`config.mk`:
```
export PLATFORM = sky130hd
export DESIGN_NAME = slowwr_tracker
export DESIGN_NICKNAME = d
export VERILOG_FILES = /design/src/rtl/swt_pkg.sv /design/src/rtl/swt_addr_dec.sv /design/src/rtl/swt_slow_path.sv /design/src/rtl/swt_flags.sv /design/src/rtl/swt_regfile.sv /design/src/rtl/slowwr_tracker.sv
export SDC_FILE = /design/constraint.sdc
export NUM_CORES = 1
export LEC_CHECK = 0
export CORE_ASPECT_RATIO = 0.7
export CORE_MARGIN = 5
export CORE_UTILIZATION = 40
export DETAILED_ROUTE_END_ITERATION = 8
export DONT_BUFFER_PORTS = 1
export SETUP_SLACK_MARGIN = 0.4
export SYNTH_ARGS = -nofsm -noshare
export SYNTH_HDL_FRONTEND = slang
export SYNTH_SLANG_ARGS = --single-unit
export TNS_END_PERCENT = 10
```
`constraint.sdc`:
```
create_clock -name clk -period 2.1 [get_ports clk]
set_input_delay 0.42 -clock clk [delete_from_list [all_inputs] [get_ports clk]]
set_output_delay 0.42 -clock clk [all_outputs]
set_load 0.01 [all_outputs]
```
`src/rtl/swt_pkg.sv`:
```
// Shared definitions for the slow-domain write tracker.
// Bit positions are fixed because software decodes them from the status
// and interrupt-enable words.
package swt_pkg;

    localparam int WBUSY_POS = 10;
    localparam int WNEXT_POS = 9;
    localparam int WDONE_POS = 8;
    localparam int WERR_POS  = 7;

    // Address class of a bus access
    typedef enum logic [1:0] {
        AC_NONE = 2'd0,
        AC_DATA = 2'd1,
        AC_STAT = 2'd2,
        AC_IEN  = 2'd3
    } addr_cls_t;

    // Interrupt enables, one per flag that can interrupt
    typedef struct packed {
        logic next;
        logic done;
        logic err;
    } ien_t;

endpackage

```
`src/rtl/swt_addr_dec.sv`:
```
// Address decoder.
// Sorts a word address into data register, status, interrupt enable or
// unmapped. Assumes NUM_REGS+1 fits in ADDR_W bits and IDX_W <= ADDR_W.
module swt_addr_dec
    import swt_pkg::*;
#(
    parameter int ADDR_W   = 3,
    parameter int NUM_REGS = 4,
    parameter int IDX_W    = 2
) (
    input  logic [ADDR_W-1:0] addr,
    output addr_cls_t         cls,
    output logic [IDX_W-1:0]  idx
);

    localparam logic [ADDR_W-1:0] STAT_ADDR = ADDR_W'(NUM_REGS);
    localparam logic [ADDR_W-1:0] IEN_ADDR  = ADDR_W'(NUM_REGS + 1);

    // Classify the address and extract the data register index
    always_comb begin
        idx = addr[IDX_W-1:0];
        if (addr < STAT_ADDR) begin
            cls = AC_DATA;
        end else if (addr == STAT_ADDR) begin
            cls = AC_STAT;
        end else if (addr == IEN_ADDR) begin
            cls = AC_IEN;
        end else begin
            cls = AC_NONE;
        end
    end

endmodule

```
`src/rtl/swt_slow_path.sv`:
```
// Slow-domain latency model.
// Holds one accepted write for LATENCY cycles and flags its completion.
// Assumes the caller raises start only while busy is 0, and LATENCY >= 1.
module swt_slow_path #(
    parameter int DATA_W  = 32,
    parameter int IDX_W   = 2,
    parameter int LATENCY = 4
) (
    input  logic              clk,
    input  logic              rst_n,
    input  logic              start,
    input  logic              start_is_stat,
    input  logic [IDX_W-1:0]  start_idx,
    input  logic [DATA_W-1:0] start_data,
    output logic              busy,
    output logic              finish,
    output logic              pend_is_stat,
    output logic [IDX_W-1:0]  pend_idx,
    output logic [DATA_W-1:0] pend_data
);

    localparam int CNT_W = $clog2(LATENCY + 1);
    localparam logic [CNT_W-1:0] CNT_LOAD = CNT_W'(LATENCY);
    localparam logic [CNT_W-1:0] CNT_LAST = CNT_W'(1);

    logic [CNT_W-1:0] cnt_q;

    // Count down the remaining slow-domain cycles
    always_ff @(posedge clk) begin
        if (!rst_n) begin
            cnt_q <= '0;
        end else if (start) begin
            cnt_q <= CNT_LOAD;
        end else if (cnt_q != '0) begin
            cnt_q <= cnt_q - CNT_LAST;
        end
    end

    // Capture the accepted write for delivery at completion
    always_ff @(posedge clk) begin
        if (!rst_n) begin
            pend_is_stat <= 1'b0;
            pend_idx     <= '0;
            pend_data    <= '0;
        end else if (start) begin
            pend_is_stat <= start_is_stat;
            pend_idx     <= start_idx;
            pend_data    <= start_data;
        end
    end

    // Busy while cycles remain; finish on the last one
    always_comb begin
        busy   = (cnt_q != '0);
        finish = (cnt_q == CNT_LAST);
    end

endmodule

```
`src/rtl/swt_flags.sv`:
```
// Status flags and interrupt enables.
// Keeps the complete and error flags, the bus-speed enable register and the
// interrupt OR. Set events take priority over clears on the same edge.
module swt_flags
    import swt_pkg::*;
(
    input  logic       clk,
    input  logic       rst_n,
    input  logic       commit,
    input  logic       fail,
    input  logic       collide,
    input  logic       clr_err,
    input  logic       stat_read,
    input  logic       ien_wr,
    input  ien_t       ien_wdata,
    input  logic       wnext,
    output logic       done,
    output logic       err,
    output ien_t       ien,
    output logic       irq
);

    // Complete flag: set by a committed write, cleared by a status read
    always_ff @(posedge clk) begin
        if (!rst_n) begin
            done <= 1'b0;
        end else if (commit) begin
            done <= 1'b1;
        end else if (stat_read) begin
            done <= 1'b0;
        end
    end

    // Error flag: set by a collision or a failed commit, cleared by a committed clear
    always_ff @(posedge clk) begin
        if (!rst_n) begin
            err <= 1'b0;
        end else if (collide || fail) begin
            err <= 1'b1;
        end else if (clr_err) begin
            err <= 1'b0;
        end
    end

    // Interrupt enables update at bus speed
    always_ff @(posedge clk) begin
        if (!rst_n) begin
            ien <= '0;
        end else if (ien_wr) begin
            ien <= ien_wdata;
        end
    end

    // Interrupt is the OR of enabled flags, no register
    always_comb begin
        irq = (ien.next & wnext) | (ien.done & done) | (ien.err & err);
    end

endmodule

```
`src/rtl/swt_regfile.sv`:
```
// Slow-path data registers.
// Each register is written only when a pending data write commits.
// The read port is combinational.
module swt_regfile #(
    parameter int DATA_W   = 32,
    parameter int NUM_REGS = 4,
    parameter int IDX_W    = 2
) (
    input  logic              clk,
    input  logic              rst_n,
    input  logic              wr_en,
    input  logic [IDX_W-1:0]  wr_idx,
    input  logic [DATA_W-1:0] wr_data,
    input  logic [IDX_W-1:0]  rd_idx,
    output logic [DATA_W-1:0] rd_data
);

    logic [DATA_W-1:0] regs_q [NUM_REGS];

    for (genvar gi = 0; gi < NUM_REGS; gi++) begin : g_reg
        // Store committed data for this register index
        always_ff @(posedge clk) begin
            if (!rst_n) begin
                regs_q[gi] <= '0;
            end else if (wr_en && (wr_idx == IDX_W'(gi))) begin
                regs_q[gi] <= wr_data;
            end
        end
    end

    // Select the addressed register for the read port
    always_comb begin
        rd_data = '0;
        for (int i = 0; i < NUM_REGS; i++) begin
            if (rd_idx == IDX_W'(i)) begin
                rd_data = regs_q[i];
            end
        end
    end

endmodule

```
`src/rtl/slowwr_tracker.sv`:
```
// Slow-domain register write tracker, top level.
// Accepts bus writes, sends all but the interrupt-enable write through a
// LATENCY-cycle slow path, and reports progress through status flags and
// one interrupt. Assumes a write strobe lasts a single cycle per write and
// DATA_W >= 11 so that every status bit fits.
module slowwr_tracker
    import swt_pkg::*;
#(
    parameter int ADDR_W   = 3,
    parameter int DATA_W   = 32,
    parameter int NUM_REGS = 4,
    parameter int LATENCY  = 4
) (
    input  logic              clk,
    input  logic              rst_n,
    input  logic [ADDR_W-1:0] bus_addr,
    input  logic              bus_wr,
    input  logic              bus_rd,
    input  logic [DATA_W-1:0] bus_wdata,
    output logic [DATA_W-1:0] bus_rdata,
    input  logic              err_inject,
    output logic              stat_busy,
    output logic              stat_next,
    output logic              stat_done,
    output logic              stat_err,
    output logic              irq
);

    localparam int IDX_W = (NUM_REGS > 1) ? $clog2(NUM_REGS) : 1;

    addr_cls_t         cls;
    logic [IDX_W-1:0]  idx;
    logic              slow_req;
    logic              accept;
    logic              collide;
    logic              finish;
    logic              commit;
    logic              fail;
    logic              pend_is_stat;
    logic [IDX_W-1:0]  pend_idx;
    logic [DATA_W-1:0] pend_data;
    logic [DATA_W-1:0] reg_rdata;
    logic [DATA_W-1:0] stat_word;
    logic [DATA_W-1:0] ien_word;
    ien_t              ien;
    ien_t              ien_wdata;
    logic              busy;
    logic              done;
    logic              err;

    swt_addr_dec #(
        .ADDR_W   (ADDR_W),
        .NUM_REGS (NUM_REGS),
        .IDX_W    (IDX_W)
    ) u_dec (
        .addr (bus_addr),
        .cls  (cls),
        .idx  (idx)
    );

    // Route the write: accept when idle, flag a collision when busy
    always_comb begin
        slow_req = bus_wr && ((cls == AC_DATA) || (cls == AC_STAT));
        accept   = slow_req && !busy;
        collide  = slow_req && busy;
        commit   = finish && !err_inject;
        fail     = finish && err_inject;
    end

    swt_slow_path #(
        .DATA_W  (DATA_W),
        .IDX_W   (IDX_W),
        .LATENCY (LATENCY)
    ) u_slow (
        .clk           (clk),
        .rst_n         (rst_n),
        .start         (accept),
        .start_is_stat (cls == AC_STAT),
        .start_idx     (idx),
        .start_data    (bus_wdata),
        .busy          (busy),
        .finish        (finish),
        .pend_is_stat  (pend_is_stat),
        .pend_idx      (pend_idx),
        .pend_data     (pend_data)
    );

    // Pick the enable bits out of the write data at their flag positions
    always_comb begin
        ien_wdata.next = bus_wdata[WNEXT_POS];
        ien_wdata.done = bus_wdata[WDONE_POS];
        ien_wdata.err  = bus_wdata[WERR_POS];
    end

    swt_flags u_flags (
        .clk       (clk),
        .rst_n     (rst_n),
        .commit    (commit),
        .fail      (fail),
        .collide   (collide),
        .clr_err   (commit && pend_is_stat && pend_data[WERR_POS]),
        .stat_read (bus_rd && (cls == AC_STAT)),
        .ien_wr    (bus_wr && (cls == AC_IEN)),
        .ien_wdata (ien_wdata),
        .wnext     (!busy),
        .done      (done),
        .err       (err),
        .ien       (ien),
        .irq       (irq)
    );

    swt_regfile #(
        .DATA_W   (DATA_W),
        .NUM_REGS (NUM_REGS),
        .IDX_W    (IDX_W)
    ) u_regs (
        .clk     (clk),
        .rst_n   (rst_n),
        .wr_en   (commit && !pend_is_stat),
        .wr_idx  (pend_idx),
        .wr_data (pend_data),
        .rd_idx  (idx),
        .rd_data (reg_rdata)
    );

    // Assemble the status and enable words at their fixed bit positions
    always_comb begin
        stat_word            = '0;
        stat_word[WBUSY_POS] = busy;
        stat_word[WNEXT_POS] = !busy;
        stat_word[WDONE_POS] = done;
        stat_word[WERR_POS]  = err;
        ien_word             = '0;
        ien_word[WNEXT_POS]  = ien.next;
        ien_word[WDONE_POS]  = ien.done;
        ien_word[WERR_POS]   = ien.err;
    end

    // Read data multiplexer
    always_comb begin
        unique case (cls)
            AC_DATA: bus_rdata = reg_rdata;
            AC_STAT: bus_rdata = stat_word;
            AC_IEN:  bus_rdata = ien_word;
            default: bus_rdata = '0;
        endcase
    end

    // Drive the flag outputs
    always_comb begin
        stat_busy = busy;
        stat_next = !busy;
        stat_done = done;
        stat_err  = err;
    end

endmodule

```
; Yosys cells after proc, flatten, opt, wreduce, memory -nomap -nowiden
; Memory sizes are Yosys's and may differ from the RTL's.
; Cells that the tools add are included.
[word_totals]
out_inout_bits = 37
mem_bits_rw = 128
n_memories = 1
register_bits = 43
inputBits = 40
elab_cells = 92
[op_classes]
n_reduce_logical = 26
n_mux = 31
magnitude_cmp = 1
eq_ne = 12
bitwise_logic = 10
addsub = 1
[memory_table]
columns = memory, depth, width, rd, rd_clocked_by_memory_dff, wr, line_no
row1 = u_regs.regs_q, 4, 32, 4, 0, 4, swt_regfile.sv:18  ; logic [DATA_W-1:0] regs_q [NUM_REGS];
[ops]
columns = cell, n
row1 = $mux 32, 8
row2 = $pmux 32 s3, 1
row3 = $mux 1, 17
row4 = $logic_and 1x1->1, 14
row5 = $eq 2x2->1 const B, 6
row6 = $eq 2x1->1 const B, 3
row7 = $eq 3x3->1 const B, 2
row8 = $mux 2, 3
row9 = $mux 3, 2
row10 = $or 1x1->1, 6
row11 = $reduce_bool 2->1, 3
row12 = $logic_not 2->1, 2
row13 = $and 1x1->1, 3
row14 = $eq 3x1->1 const B, 1
row15 = $logic_not 1->1, 3
row16 = $lt 3x3->1 const B, 1
row17 = $reduce_bool 3->1, 1
row18 = $sub 3x1->3 const B, 1
row19 = $logic_or 1x1->1, 2
row20 = $reduce_or 2->1, 1
row21 = $not 1->1, 1

; Longest topological paths before layout
; Gate-level depths: netlist of the first run.
[depth]
depth_word = 10
mapped_depth = 8
mapped_depth_nobuf = 6

; By module
; A second synthesis of the first run with hierarchy kept.
[hier_totals]
hier_cells = 528
area_unflattened_um2 = 7601.0
[modules_own_cells]
columns = module, cells_per_inst, instances, seq_area_each_um2, area_per_inst_um2
row1 = swt_regfile, 318, 1, 3843.7, 5582.9
row2 = swt_slow_path, 132, 1, 760.7, 1425.1
row3 = slowwr_tracker, 56, 1, 0.0, 371.6
row4 = swt_flags, 17, 1, 100.1, 191.4
row5 = swt_addr_dec, 5, 1, 0.0, 30.0

; Worst setup path before layout of the first run
; No wires, ideal clock.
[synth_timing]
kind = flip-flop to flip-flop
startpoint = register u_slow.cnt_q[1]
endpoint = memory u_regs.regs_q[1][0], enable pin
path_slack_ns = -0.220
arrival_time_ns = 1.931
path_stages_with_launch = 7
required_time_ns = 1.711
setup_ns = 0.389
synth_period_minus_slack_ns = 2.320
path_buffers = 1
path_cell_list = dfxtp_1 > inv_1 > ha_1 > nor4b_1 > nand2_1 > buf_2 > nand2_1
[synth_lines]
columns = element, line_no
row1 = start: declaration, swt_slow_path.sv:26  ; logic [CNT_W-1:0] cnt_q;
row2 = start signal: assignment, swt_slow_path.sv:35  ; cnt_q <= cnt_q - CNT_LAST;
row3 = end: declaration, swt_regfile.sv:18

; Worst setup path in the final report of the first run
[layout_timing]
startpoint = register u_slow.cnt_q[0]
endpoint = output port bus_rdata[10]
[layout_between]
elab_chain_len = 2
[layout_rtl]
columns = element, line_no
row1 = $reduce_bool 3->1, swt_slow_path.sv:54  ; busy = (cnt_q != '0);
row2 = $pmux 32 s3, slowwr_tracker.sv:141  ; unique case (cls)
row3 = end: declaration, slowwr_tracker.sv:20  ; output logic [DATA_W-1:0] bus_rdata,
; No other way between the ends.

==> implementation parameters, run 1 <==
Parameter                              Value

Die
  Number of placement rows    41
  Horizontal die dimension    173 um
  Floorplan die area    21400 sq um
  Core region area    18100 sq um
  IO Count    77
  Chip height    124 um
  Initial Utilization    40.9%

Worst setup path
  Data arrival time of the critical path    1.64 ns
  Worst-path maximum fanout    2
  Critical Path Start Type    flop
  Crit Path Class    reg2out
  Endpoint class of the critical path    output pin
  Cell depth of the worst flop-to-flop path    8
  Data required time of the critical path    roughly 1.7 ns

Power and ir drop
  Internal Power    6320 uW
  Leakage power of the design    ~0.0032 uW
  Share of total power in the clock network    36.8%
  Part of the power in combinational logic    about 15%
  Power density normalized to cell area    990 nW/um^2
  P_sw    2150 uW
  Peak supply drop    0.566 mV
  Switching Fraction    25.4%
  Post-layout total power    around 8500 uW
  Flop pwr share    47.8%

Yosys
  Area share of the largest cell type after synthesis    51.9%
  Number of flip-flops and latches in the synthesized netlist    171
  Largest cells by area after synthesis    sky130_fd_sc_hd__edfxtp_1 (52%), sky130_fd_sc_hd__dfxtp_1 (12%), sky130_fd_sc_hd__mux4_2 (7.0%), sky130_fd_sc_hd__nor2_1 (6.9%), sky130_fd_sc_hd__mux2i_1 (5.8%)
  Fraction of the mapped netlist area in adder cells    0.507%
  Number of cells produced by synthesis    577
  Compound-cell area share of the yosys netlist    1.84%
  Average footprint of a synthesized cell    between 10 and 15 sq um
  Post-synthesis simple-gate area fraction    15.4%
  Library cell occupying the most area in the post-synthesis netlist    sky130_fd_sc_hd__edfxtp_1
  Yosys Warn Count    0
  Post-synthesis mux area share    between 10 and 15%
  Post-synthesis xor/xnor area fraction    0.118%
  Largest family of logic cells by synthesized area    simple AND/OR/NAND/NOR gates
  Mapped Nets    620
  Seq/Total Area, Yosys    63.6%
  Synthesized area    7400 sq um
  Cell variety after synth    40

Clocking
  CTS root buf    sky130_fd_sc_hd__clkbuf_16
  Worst-case clock buffer depth    2
  Total clock buffers created by CTS    17
  TritonCTS clock tree    yes
  Clock sink count    between 150 and 200
  Quantity of hold-fixing buffers added after cts    0
  Depth of the CTS H-tree    4
  Clock latency at the later pin of the worst-skew pair    0.43 ns
  Clock-pin slew on the worst setup and hold paths    0.06 ns

Detailed routing
  Via density per instance    approximately 5.3
  DRC Markers    0
  Count of routing violations after the opening detailed-route iteration    325
  Routed wire length per instance    20.3 um
  Number of nets still failing antenna checks after routing    0
  Total via count after detailed routing    4443
  Final routed wirelength across all metal layers    16.9 mm
  First-pass iteration count of the detailed router    5

Placement
  Post-DP HPWL    10.4 mm
  GP Congestion    0.812
  Minimum setup slack after placement    0.200 ns
  Number of placed instances with taps included    between 700 and 800
  Port Buffer Count    0
  Placed standard-cell area    7680 sq um

Global routing
  Via count of the first global-routing pass    between 4000 and 5000
  Antenna violations before repair    0
  Global routing usage summed across all routing layers    16.3%
  Met2 Track Usage GR    25.5%
  Met3 GRT Util    5.86%
  Global-route wire length before repair    26.5 mm
  Fraction of met1 tracks used by global routing    21.8%
  Largest net degree at the start of global routing    80
  GRT overflow    0
  Layer carrying the most global-route usage    met2

Finish
  Utilization of the core after routing    47.2%
  Most common cell after layout, fill and taps aside    sky130_fd_sc_hd__nor2_1
  Count of fill cells added during filler insertion    1586
  Total number of nets in the final design    626
  Number of antenna repair diodes    0
  Fraction of layout instances using a drive strength above 1    a little under a quarter
  Area Overhead vs Synth    15.6%
  Final design area excluding fillers    8560 sq um
  Highest-count cells in the layout ignoring fill and taps    sky130_fd_sc_hd__nor2_1 (135), sky130_fd_sc_hd__edfxtp_1 (128), sky130_fd_sc_hd__nand2_1 (73)
  Non-filler instance count after layout    832

STA
  Final Hold Fails    0
  Min cycle time layout    approximately 2.1 ns
  Worst clock skew on the final layout    0.00713 ns
  Maximum frequency from static timing analysis    485 MHz
  Final setup margin    0.0378 ns
  Post-route clock period utilization    a little over nine tenths
  Unrepaired setup endpoints after global routing    true
  Headroom to the max-slew limit    67.1%
  Final number of setup-violating endpoints    0
  Pins over their slew limit    0
  Slew at the pin closest to its max-slew limit    0.487 ns

Run status
  Outcome    complete, no violations

Min path
  Worst hold path cell count    1
  Worst min-delay path category    in2reg

Run
  Maximum Capacitance Violations    0
-- repair_timing --
item / 4_1_cts / 5_1_grt
setup endpoints to repair: 224 / 291
cloned: 0 / 1
buffers inserted: 4 / 3
pin swaps: 15 / 15
gates resized for setup: 39 / 38
-- logic make-up after synthesis --
kind of cell,count (synthesis)
flip-flops,171
buffers and inverters,47
XOR/XNOR,1
multiplexers,72
AO/OA/AOI/OAI,18
adder cells (fa/ha/maj),3
AND/OR/NAND/NOR,265
-- synthesized netlist by cell type (all sizes together) --
master	instances
buf	30
nor2	136
mux2i	43
edfxtp	128
nand2b	2
and2	28
xnor2	1
and3	1
and4bb	1
o21ai	4
a221o	2
o2111a	1
a311oi	1
a21oi	1
o22ai	3
nand4	1
dfxtp	43
nand2	81
nand4b	3
and3b	1
mux4	28
a31o	1
ha	3
mux2	1
a31oi	1
nor4b	2
o21a	2
o32ai	1
clkbuf	10
nor2b	2
nand3b	2
nand3	5
inv	7
a222oi	1
-- routing by layer --
layer  share of wire [%]  vias up
met5                   0        -
met4                 1.1        0
met3                 7.2       19
met2                  47      150
met1                  45     2225
li1                    -     2049
-- power by group through the flow --
stage          clock network [uW]  logic [uW]  registers (uW)
6_report                     3120        1300            4050
3_3_place_gp                    0        1020            4100
4_1_cts                      3170        1190            4050
2_1_floorplan                   0         865            4060
3_5_place_dp                    0        1040            4110
5_1_grt                      3330        1410            4080
-- critical path, stage by stage (launching register included) --
cell and delay [ns]:
sky130_fd_sc_hd__dfxtp_2 0.34, sky130_fd_sc_hd__inv_2 0.05, sky130_fd_sc_hd__ha_4 0.15, sky130_fd_sc_hd__and3b_2 0.22, sky130_fd_sc_hd__o32ai_2 0.25, sky130_fd_sc_hd__o21a_1 0.21
-- flip-flops by register name (all words and copies together) (netlist names) --
name,count
u_flags.done,1
u_slow.pend_idx,2
u_regs.regs_q,128
u_flags.ien,3
u_slow.pend_data,32
u_slow.cnt_q,3
u_flags.err,1
u_slow.pend_is_stat,1
-- stage by stage --
stage               setup TNS (ns)  hold WS (ns)
finish                           0         0.101
CTS                              0        0.0832
floorplan                        0         0.447
global placement                 0         0.465
global route               -0.0662        0.0791
detailed placement               0         0.479
-- worst paths after layout --
| path | slack [ns] | end | start |
|---|---|---|---|
| setup / recovery | 0.04 | bus_rdata[10] | u_slow.cnt_q[0] |
| hold / removal | 0.10 | u_slow.pend_is_stat | bus_wr |
| setup reg to reg | 0.41 | u_regs.regs_q[3][5] | u_slow.cnt_q[1] |
| hold reg to reg | 0.49 | u_slow.pend_idx[0] | u_slow.pend_idx[0] |
-- final cells by class --
| type | count | area [sq um] | area share [%] |
|---|---|---|---|
| inverters | 7 | 30.0 | 0.351 |
| clock buffers | 18 | 439 | 5.13 |
| multi-input cells | 359 | 2580 | 30.2 |
| clock inverters | 14 | 146 | 1.71 |
| flip-flops and latches | 171 | 4710 | 55.0 |
| repair buffers | 27 | 355 | 4.15 |
| well taps | 236 | 295 | 3.45 |
(Power assumes the default switching activity.)
==> run 2, diff against run 1 <==
==> constraint.sdc (replaced) <==
create_clock -name clk -period 2.1 [get_ports clk]
set_input_delay 0.21 -clock clk [delete_from_list [all_inputs] [get_ports clk]]
set_output_delay 0.21 -clock clk [all_outputs]
set_load 0.01 [all_outputs]
==> run 2 against run 1 <==
  * Fmax grew 11%
  * Critical endpoint unchanged
  * Largest cell class unchanged
  * Sequential power is essentially flat
  * Critical path type unchanged
  * Register-to-register slack worse by 0.13 ns
==> implementation parameters, run 2 (synthesized netlist as in run 1, its figures left out) <==
Parameter                              Value

Run status
  Outcome    complete, no violations (unchanged)

Clocking
  Clock-pin slew on the worst setup and hold paths    0.08 ns (was 0.06 ns)
  CTS root buf    sky130_fd_sc_hd__clkbuf_16 (unchanged)
  Total clock buffers created by CTS    17 (unchanged)
  Clock latency at the later pin of the worst-skew pair    0.43 ns (about the same)
  TritonCTS clock tree    yes (unchanged)
  Worst-case clock buffer depth    2 (unchanged)
  Depth of the CTS H-tree    4 (unchanged)
  Clock sink count    171 (unchanged)

Power and ir drop
  Leakage power of the design    0.00335 uW (was 0.00318 uW)
  Peak supply drop    0.608 mV (was 0.566 mV)
  P_sw    2290 uW (was 2150 uW)
  Flop pwr share    48.1% (was 47.8%)
  Power density normalized to cell area    937 nW/um^2 (was 990 nW/um^2)
  Share of total power in the clock network    36.4% (was 36.8%)
  Post-layout total power    8410 uW (was 8470 uW)
  Part of the power in combinational logic    15.5% (was 15.4%)
  Switching Fraction    27.2% (was 25.4%)
  Internal Power    6120 uW (was 6320 uW)

Worst setup path
  Critical Path Start Type    flop (unchanged)
  Largest stage delay on the critical path    0.34 ns (about the same)
  Critical-path top delay cell    sky130_fd_sc_hd__dfxtp_2 (unchanged)
  Crit Path Class    reg2out (unchanged)
  Endpoint class of the critical path    output pin (unchanged)
  Data arrival time of the critical path    1.65 ns (was 1.64 ns)
  Worst-path maximum fanout    3 (was 2)
  Data required time of the critical path    1.89 ns (was 1.68 ns)
  Cell-by-cell trace of the critical path    inv_2, ha_4, and3b_2, o32ai_2, o21a_2 (was inv_2, ha_4, and3b_2, o32ai_2, o21a_1)

Die
  Initial Utilization    40.9% (unchanged)
  IO Count    77 (unchanged)
  Chip height    124 um (unchanged)
  Core region area    18100 sq um (unchanged)
  Horizontal die dimension    173 um (unchanged)
  Floorplan die area    21400 sq um (unchanged)
  Number of placement rows    41 (unchanged)

Detailed routing
  Number of nets still failing antenna checks after routing    0 (unchanged)
  First-pass iteration count of the detailed router    5 (unchanged)
  Routed wire length per instance    20.4 um (was 20.3 um)
  Via density per instance    5.28 (was 5.34)
  Final routed wirelength across all metal layers    18.2 mm (was 16.9 mm)
  Total via count after detailed routing    4698 (was 4443)
  Count of routing violations after the opening detailed-route iteration    328 (was 325)
  DRC Markers    0 (unchanged)

STA
  Post-route clock period utilization    88.6% (was 98.2%)
  Headroom to the max-slew limit    73.7% (was 67.1%)
  Maximum frequency from static timing analysis    538 MHz (was 485 MHz)
  Sum of negative setup slack    0 ns (unchanged)
  Min cycle time layout    1.86 ns (was 2.06 ns)
  Final number of setup-violating endpoints    0 (unchanged)
  Unrepaired setup endpoints after global routing    true (unchanged)
  Pins over their slew limit    0 (unchanged)
  Slew at the pin closest to its max-slew limit    0.388 ns (was 0.487 ns)
  Worst clock skew on the final layout    0.0161 ns (was 0.00713 ns)
  Final setup margin    0.240 ns (was 0.0378 ns)
  Final Hold Fails    0 (unchanged)

Finish
  Total area of multi-input combinational cells    2540 sq um (was 2580 sq um)
  Highest-count cells in the layout ignoring fill and taps    sky130_fd_sc_hd__nor2_1 (136), sky130_fd_sc_hd__edfxtp_1 (128), sky130_fd_sc_hd__nand2_1 (75) (was sky130_fd_sc_hd__nor2_1 (135), sky130_fd_sc_hd__edfxtp_1 (128), sky130_fd_sc_hd__nand2_1 (73))
  Flip-flop count of the largest register, all copies and words added    128 (unchanged)
  Count of fill cells added during filler insertion    1565 (was 1586)
  Most common cell after layout, fill and taps aside    sky130_fd_sc_hd__nor2_1 (unchanged)
  Area Overhead vs Synth    21.3% (was 15.6%)
  Number of antenna repair diodes    0 (unchanged)
  Non-filler instance count after layout    889 (was 832)
  Sequential cell area in the final layout    4710 sq um (unchanged)
  Total number of nets in the final design    683 (was 626)
  Utilization of the core after routing    49.6% (was 47.2%)
  Top Registers    u_regs.regs_q: 128 flops, u_slow.pend_data: 32 flops (unchanged)
  Fraction of layout instances using a drive strength above 1    16.7% (was 23.8%)
  Register with the highest flop count    u_regs.regs_q (unchanged)

Global routing
  Global-route wire length before repair    28.6 mm (was 26.5 mm)
  Largest net degree at the start of global routing    56 (was 80)
  Antenna violations before repair    0 (unchanged)
  GRT overflow    0 (unchanged)
  Global routing usage summed across all routing layers    17.5% (was 16.3%)
  Via count of the first global-routing pass    4983 (was 4654)

Placement
  Post-DP HPWL    10.5 mm (was 10.4 mm)
  Port Buffer Count    0 (unchanged)
  Minimum setup slack after placement    0.272 ns (was 0.200 ns)
  GP Congestion    0.788 (was 0.812)
  Number of placed instances with taps included    790 (was 792)

Run
  Maximum Capacitance Violations    0 (unchanged)

Min path
  Worst min-delay path category    in2reg (unchanged)
## run 2: cell count changes in the layout (fill, tap and decap cells not counted), sizes merged
cell | before | now
dlygate4sd3 | 0 | 54
inv | 8 | 17
clkinvlp | 4 | 2
clkinv | 7 | 3
nand2 | 81 | 83
bufbuf | 0 | 1
bufinv | 2 | 0
clkbuf | 19 | 17
buf | 26 | 27
## run 2: power by group through the flow
stage	logic, uW	clock network [uW]	registers (uW)
after global placement	1020	0	4100
after floorplan	868	0	4060
final	1310	3060	4040
after global routing	1410	3280	4070
after detailed placement	1050	0	4110
after CTS	1280	3100	4040
## run 2: per-layer routing
| metal | share of wire (%) | wire [um] | track usage (%) | up-vias |
|---|---|---|---|---|
| li1 | - | - | - | 2171 |
| met1 | 46 | 8330 | 23.8 | 2370 |
| met2 | 47 | 8560 | 29.3 | 143 |
| met3 | 6.1 | 1110 | 3.76 | 14 |
| met4 | 0.84 | 153 | 4.06 | 0 |
| met5 | 0 | 0 | 0 | - |
## run 2: metrics by stage
| step | hold slack, ns | cell area [sq um] |
|---|---|---|
| after global placement | 0.329 | 7630 |
| final | 0.0418 | 8980 |
| after detailed placement | 0.334 | 7630 |
| after CTS | 0.0110 | 8900 |
| after global routing | 0.0423 | 8980 |
| after floorplan | 0.326 | 7440 |
## run 2: final cells by class
type,count,area share [%]
Sequential cell,171,52.5
Multi-Input combinational cell,361,28.3
Timing Repair Buffer,82,9.24
Clock buffer,17,4.74
Tap cell,236,3.29
Clock inverter,15,1.69
Inverter,7,0.293
## run 2: path summary, 6_finish.rpt
path	start	cells after the start	endpoint	slack (ns)
setup / recovery	u_slow.cnt_q[1]	5	bus_rdata[10]	0.24
hold / removal	bus_addr[2]	3	u_flags.err	0.04
setup reg to reg	u_slow.cnt_q[0]	5	u_regs.regs_q[1][18]	0.28
hold reg to reg	u_slow.pend_idx[0]	2	u_slow.pend_idx[0]	0.48
## run 2: timing repair
action / in CTS / in global routing
cloned: 1 / 2
gates resized for setup: 19 / 4
pin swaps: 7 / 5
hold buffers: 55 / 0
setup buffers: 5 / 4
hold endpoints to repair: 42 / 0
endpoints found under the setup margin: 208 / 290
## run 2: critical path: cells and delay by family, from the launching register on
family                     cells  cell delay, ns
AOI/OAI and AO/OA              2            0.44
and+or+nand+nor                1            0.22
DFF                            1            0.34
buffers and inverters          1            0.06
adders and majority gates      1            0.16
==> run 3, diff against run 2 <==
--- a/config.mk
+++ b/config.mk
@@ -7,9 +7,10 @@
 export LEC_CHECK = 0
 export CORE_ASPECT_RATIO = 0.7
 export CORE_MARGIN = 5
-export CORE_UTILIZATION = 40
+export CORE_UTILIZATION = 57
 export DETAILED_ROUTE_END_ITERATION = 8
 export DONT_BUFFER_PORTS = 1
+export PLACE_DENSITY = 0.78
 export SETUP_SLACK_MARGIN = 0.4
 export SYNTH_ARGS = -nofsm -noshare
 export SYNTH_HDL_FRONTEND = slang
==> run 3 against run 2 <==
  * Non-clock buffer count fell by 9
  * Routed wire length fell by 4.6%
  * First-iteration DRC count increased by 57%
  * Power grew 5.4%
  * Final cell count shrank 9.3%
  * Count of clock-buffer cells in the layout grew 3
  * Worst hold slack got worse by 0.020 ns
  * Via count grew 1.7%
  * Die area fell by 28%
==> implementation parameters, run 3 (synthesized netlist as in run 1, its figures left out) <==
Parameter                              Value

Run status
  Outcome    complete, no violations (unchanged)

Power and ir drop
  Peak supply drop    0.779 mV (was 0.608 mV)
  Power density normalized to cell area    996 nW/um^2 (was 937 nW/um^2)
  Switching Fraction    23.5% (was 27.2%)
  Leakage power of the design    0.00335 uW (about the same)
  Part of the power in combinational logic    14.1% (was 15.5%)
  Internal Power    6770 uW (was 6120 uW)
  P_sw    2090 uW (was 2290 uW)
  Share of total power in the clock network    40.2% (was 36.4%)
  Flop pwr share    45.7% (was 48.1%)

STA
  Unrepaired setup endpoints after global routing    true (unchanged)
  Pins over their slew limit    0 (unchanged)
  Maximum frequency from static timing analysis    545 MHz (was 538 MHz)
  Final number of setup-violating endpoints    0 (unchanged)
  Worst clock skew on the final layout    0.00902 ns (was 0.0161 ns)
  Final Hold Fails    0 (unchanged)
  Headroom to the max-slew limit    68.3% (was 73.7%)
  Post-route clock period utilization    87.4% (was 88.6%)
  Slew at the pin closest to its max-slew limit    0.475 ns (was 0.388 ns)
  Min cycle time layout    1.84 ns (was 1.86 ns)
  Sum of negative setup slack    0 ns (unchanged)

Finish
  Register with the highest flop count    u_regs.regs_q (unchanged)
  Number of antenna repair diodes    0 (unchanged)
  Highest-count cells in the layout ignoring fill and taps    sky130_fd_sc_hd__nor2_1 (136), sky130_fd_sc_hd__edfxtp_1 (128), sky130_fd_sc_hd__nand2_1 (74) (was sky130_fd_sc_hd__nor2_1 (136), sky130_fd_sc_hd__edfxtp_1 (128), sky130_fd_sc_hd__nand2_1 (75))
  Final design area excluding fillers    8900 sq um (was 8980 sq um)
  Fraction of layout instances using a drive strength above 1    15.8% (was 16.7%)
  Non-filler instance count after layout    806 (was 889)
  Total number of nets in the final design    674 (was 683)
  Most common cell after layout, fill and taps aside    sky130_fd_sc_hd__nor2_1 (unchanged)
  Flip-flop count of the largest register, all copies and words added    128 (unchanged)
  Area Overhead vs Synth    20.2% (was 21.3%)
  Top Registers    u_regs.regs_q: 128 flops, u_slow.pend_data: 32 flops (unchanged)

Placement
  Post-DP HPWL    9.14 mm (was 10.5 mm)
  Placed standard-cell area    7470 sq um (was 7630 sq um)
  Number of placed instances with taps included    710 (was 790)
  GP Congestion    0.827 (was 0.788)
  Port Buffer Count    0 (unchanged)

Clocking
  Clock latency at the later pin of the worst-skew pair    0.43 ns (about the same)
  Clock sink count    171 (unchanged)
  Total clock buffers created by CTS    17 (unchanged)
  TritonCTS clock tree    yes (unchanged)
  Clock-pin slew on the worst setup and hold paths    0.06 ns (was 0.08 ns)
  CTS root buf    sky130_fd_sc_hd__clkbuf_16 (unchanged)
  Depth of the CTS H-tree    4 (unchanged)
  Worst-case clock buffer depth    2 (unchanged)

Detailed routing
  Routed wire length per instance    21.5 um (was 20.4 um)
  First-pass iteration count of the detailed router    5 (unchanged)
  Number of nets still failing antenna checks after routing    0 (unchanged)
  Via density per instance    5.93 (was 5.28)
  Final routed wirelength across all metal layers    17.3 mm (was 18.2 mm)
  DRC Markers    0 (unchanged)
  Count of routing violations after the opening detailed-route iteration    515 (was 328)
  Total via count after detailed routing    4778 (was 4698)

Die
  Core region area    12500 sq um (was 18100 sq um)
  Chip height    105 um (was 124 um)
  IO Count    77 (unchanged)
  Initial Utilization    59.0% (was 40.9%)
  Number of placement rows    34 (was 41)
  Horizontal die dimension    146 um (was 173 um)
  Floorplan die area    15400 sq um (was 21400 sq um)

Min path
  Worst min-delay path category    in2reg (unchanged)

Worst setup path
  Largest stage delay on the critical path    0.33 ns (was 0.34 ns)
  Critical Path Start Type    flop (unchanged)
  Critical-path top delay cell    sky130_fd_sc_hd__dfxtp_2 (unchanged)
  Data arrival time of the critical path    1.63 ns (was 1.65 ns)
  Data required time of the critical path    1.89 ns (about the same)
  Critical path buffer and inverter count    2 (was 1)
  Endpoint class of the critical path    output pin (unchanged)
  Worst-path maximum fanout    3 (unchanged)
  Cell-by-cell trace of the critical path    inv_2, ha_4, and3b_2, buf_4, mux2i_2, o22ai_2 (was inv_2, ha_4, and3b_2, o32ai_2, o21a_2)
  Category of cells accounting for the largest share of critical-path delay    flip-flops (was compound AO/OA/AOI/OAI gates)
  Crit Path Class    reg2out (unchanged)

Global routing
  Antenna violations before repair    0 (unchanged)
  Largest net degree at the start of global routing    55 (was 56)
  Via count of the first global-routing pass    4816 (was 4983)
  GRT overflow    0 (unchanged)
  Global-route wire length before repair    26.5 mm (was 28.6 mm)
  Global routing usage summed across all routing layers    22.5% (was 17.5%)

Run
  Maximum Capacitance Violations    0 (unchanged)
## run 3: cell type report
class,count,area (sq um)
timing repair buffer,73,728
clock inverter,12,216
multi-input combinational,361,2560
fill,796,3650
inverter,7,26.3
sequential,171,4710
tap,162,203
clock buffer,20,457
## run 3: path summary, 6_finish.rpt
check | startpoint | end | slack, ns | depth (start not counted)
max | u_slow.cnt_q[1] | bus_rdata[9] | 0.26 | 6
min | bus_rd | u_flags.done | 0.02 | 2
max reg2reg | u_slow.cnt_q[0] | u_regs.regs_q[2][19] | 0.29 | 6
min reg2reg | u_slow.pend_idx[1] | u_slow.pend_idx[1] | 0.49 | 2
## run 3: per-layer routing
layer  GRT usage [%]  vias to the layer above  part of all wire [%]
li1                -                     2142                     -
met1            29.6                     2365                    39
met2            37.3                      246                    49
met3            6.44                       25                   9.9
met4            5.91                        0                   1.4
met5               0                        -                     0
## run 3: per-stage QoR
| step | hold slack (ns) | power, uW | worst slack (ns) | util (%) |
|---|---|---|---|---|
| finish | 0.0220 | 8860 | 0.264 | 70.9 |
| global route | 0.0187 | 9150 | 0.191 | 70.9 |
| CTS | 0.00854 | 8850 | 0.197 | 70.1 |
| detailed placement | 0.333 | 5090 | 0.277 | 59.5 |
| global placement | 0.334 | 5040 | 0.334 | 59.5 |
| floorplan | 0.326 | 4930 | 0.227 | - |
## run 3: power groups by stage
stage	logic [uW]	registers [uW]	clock network [uW]
final	1250	4050	3560
after global routing	1340	4080	3730
after CTS	1220	4050	3580
after detailed placement	981	4110	0
after global placement	950	4090	0
after floorplan	868	4060	0
## run 3: what timing repair did
item                                   in CTS  in global routing
endpoints found under the hold margin      42                  0
pin swaps                                   7                  5
gates cloned                                1                  2
setup endpoints to repair                 234                287
setup buffers                               6                  2
gates resized for setup                    17                 10
hold buffers                               53                  0
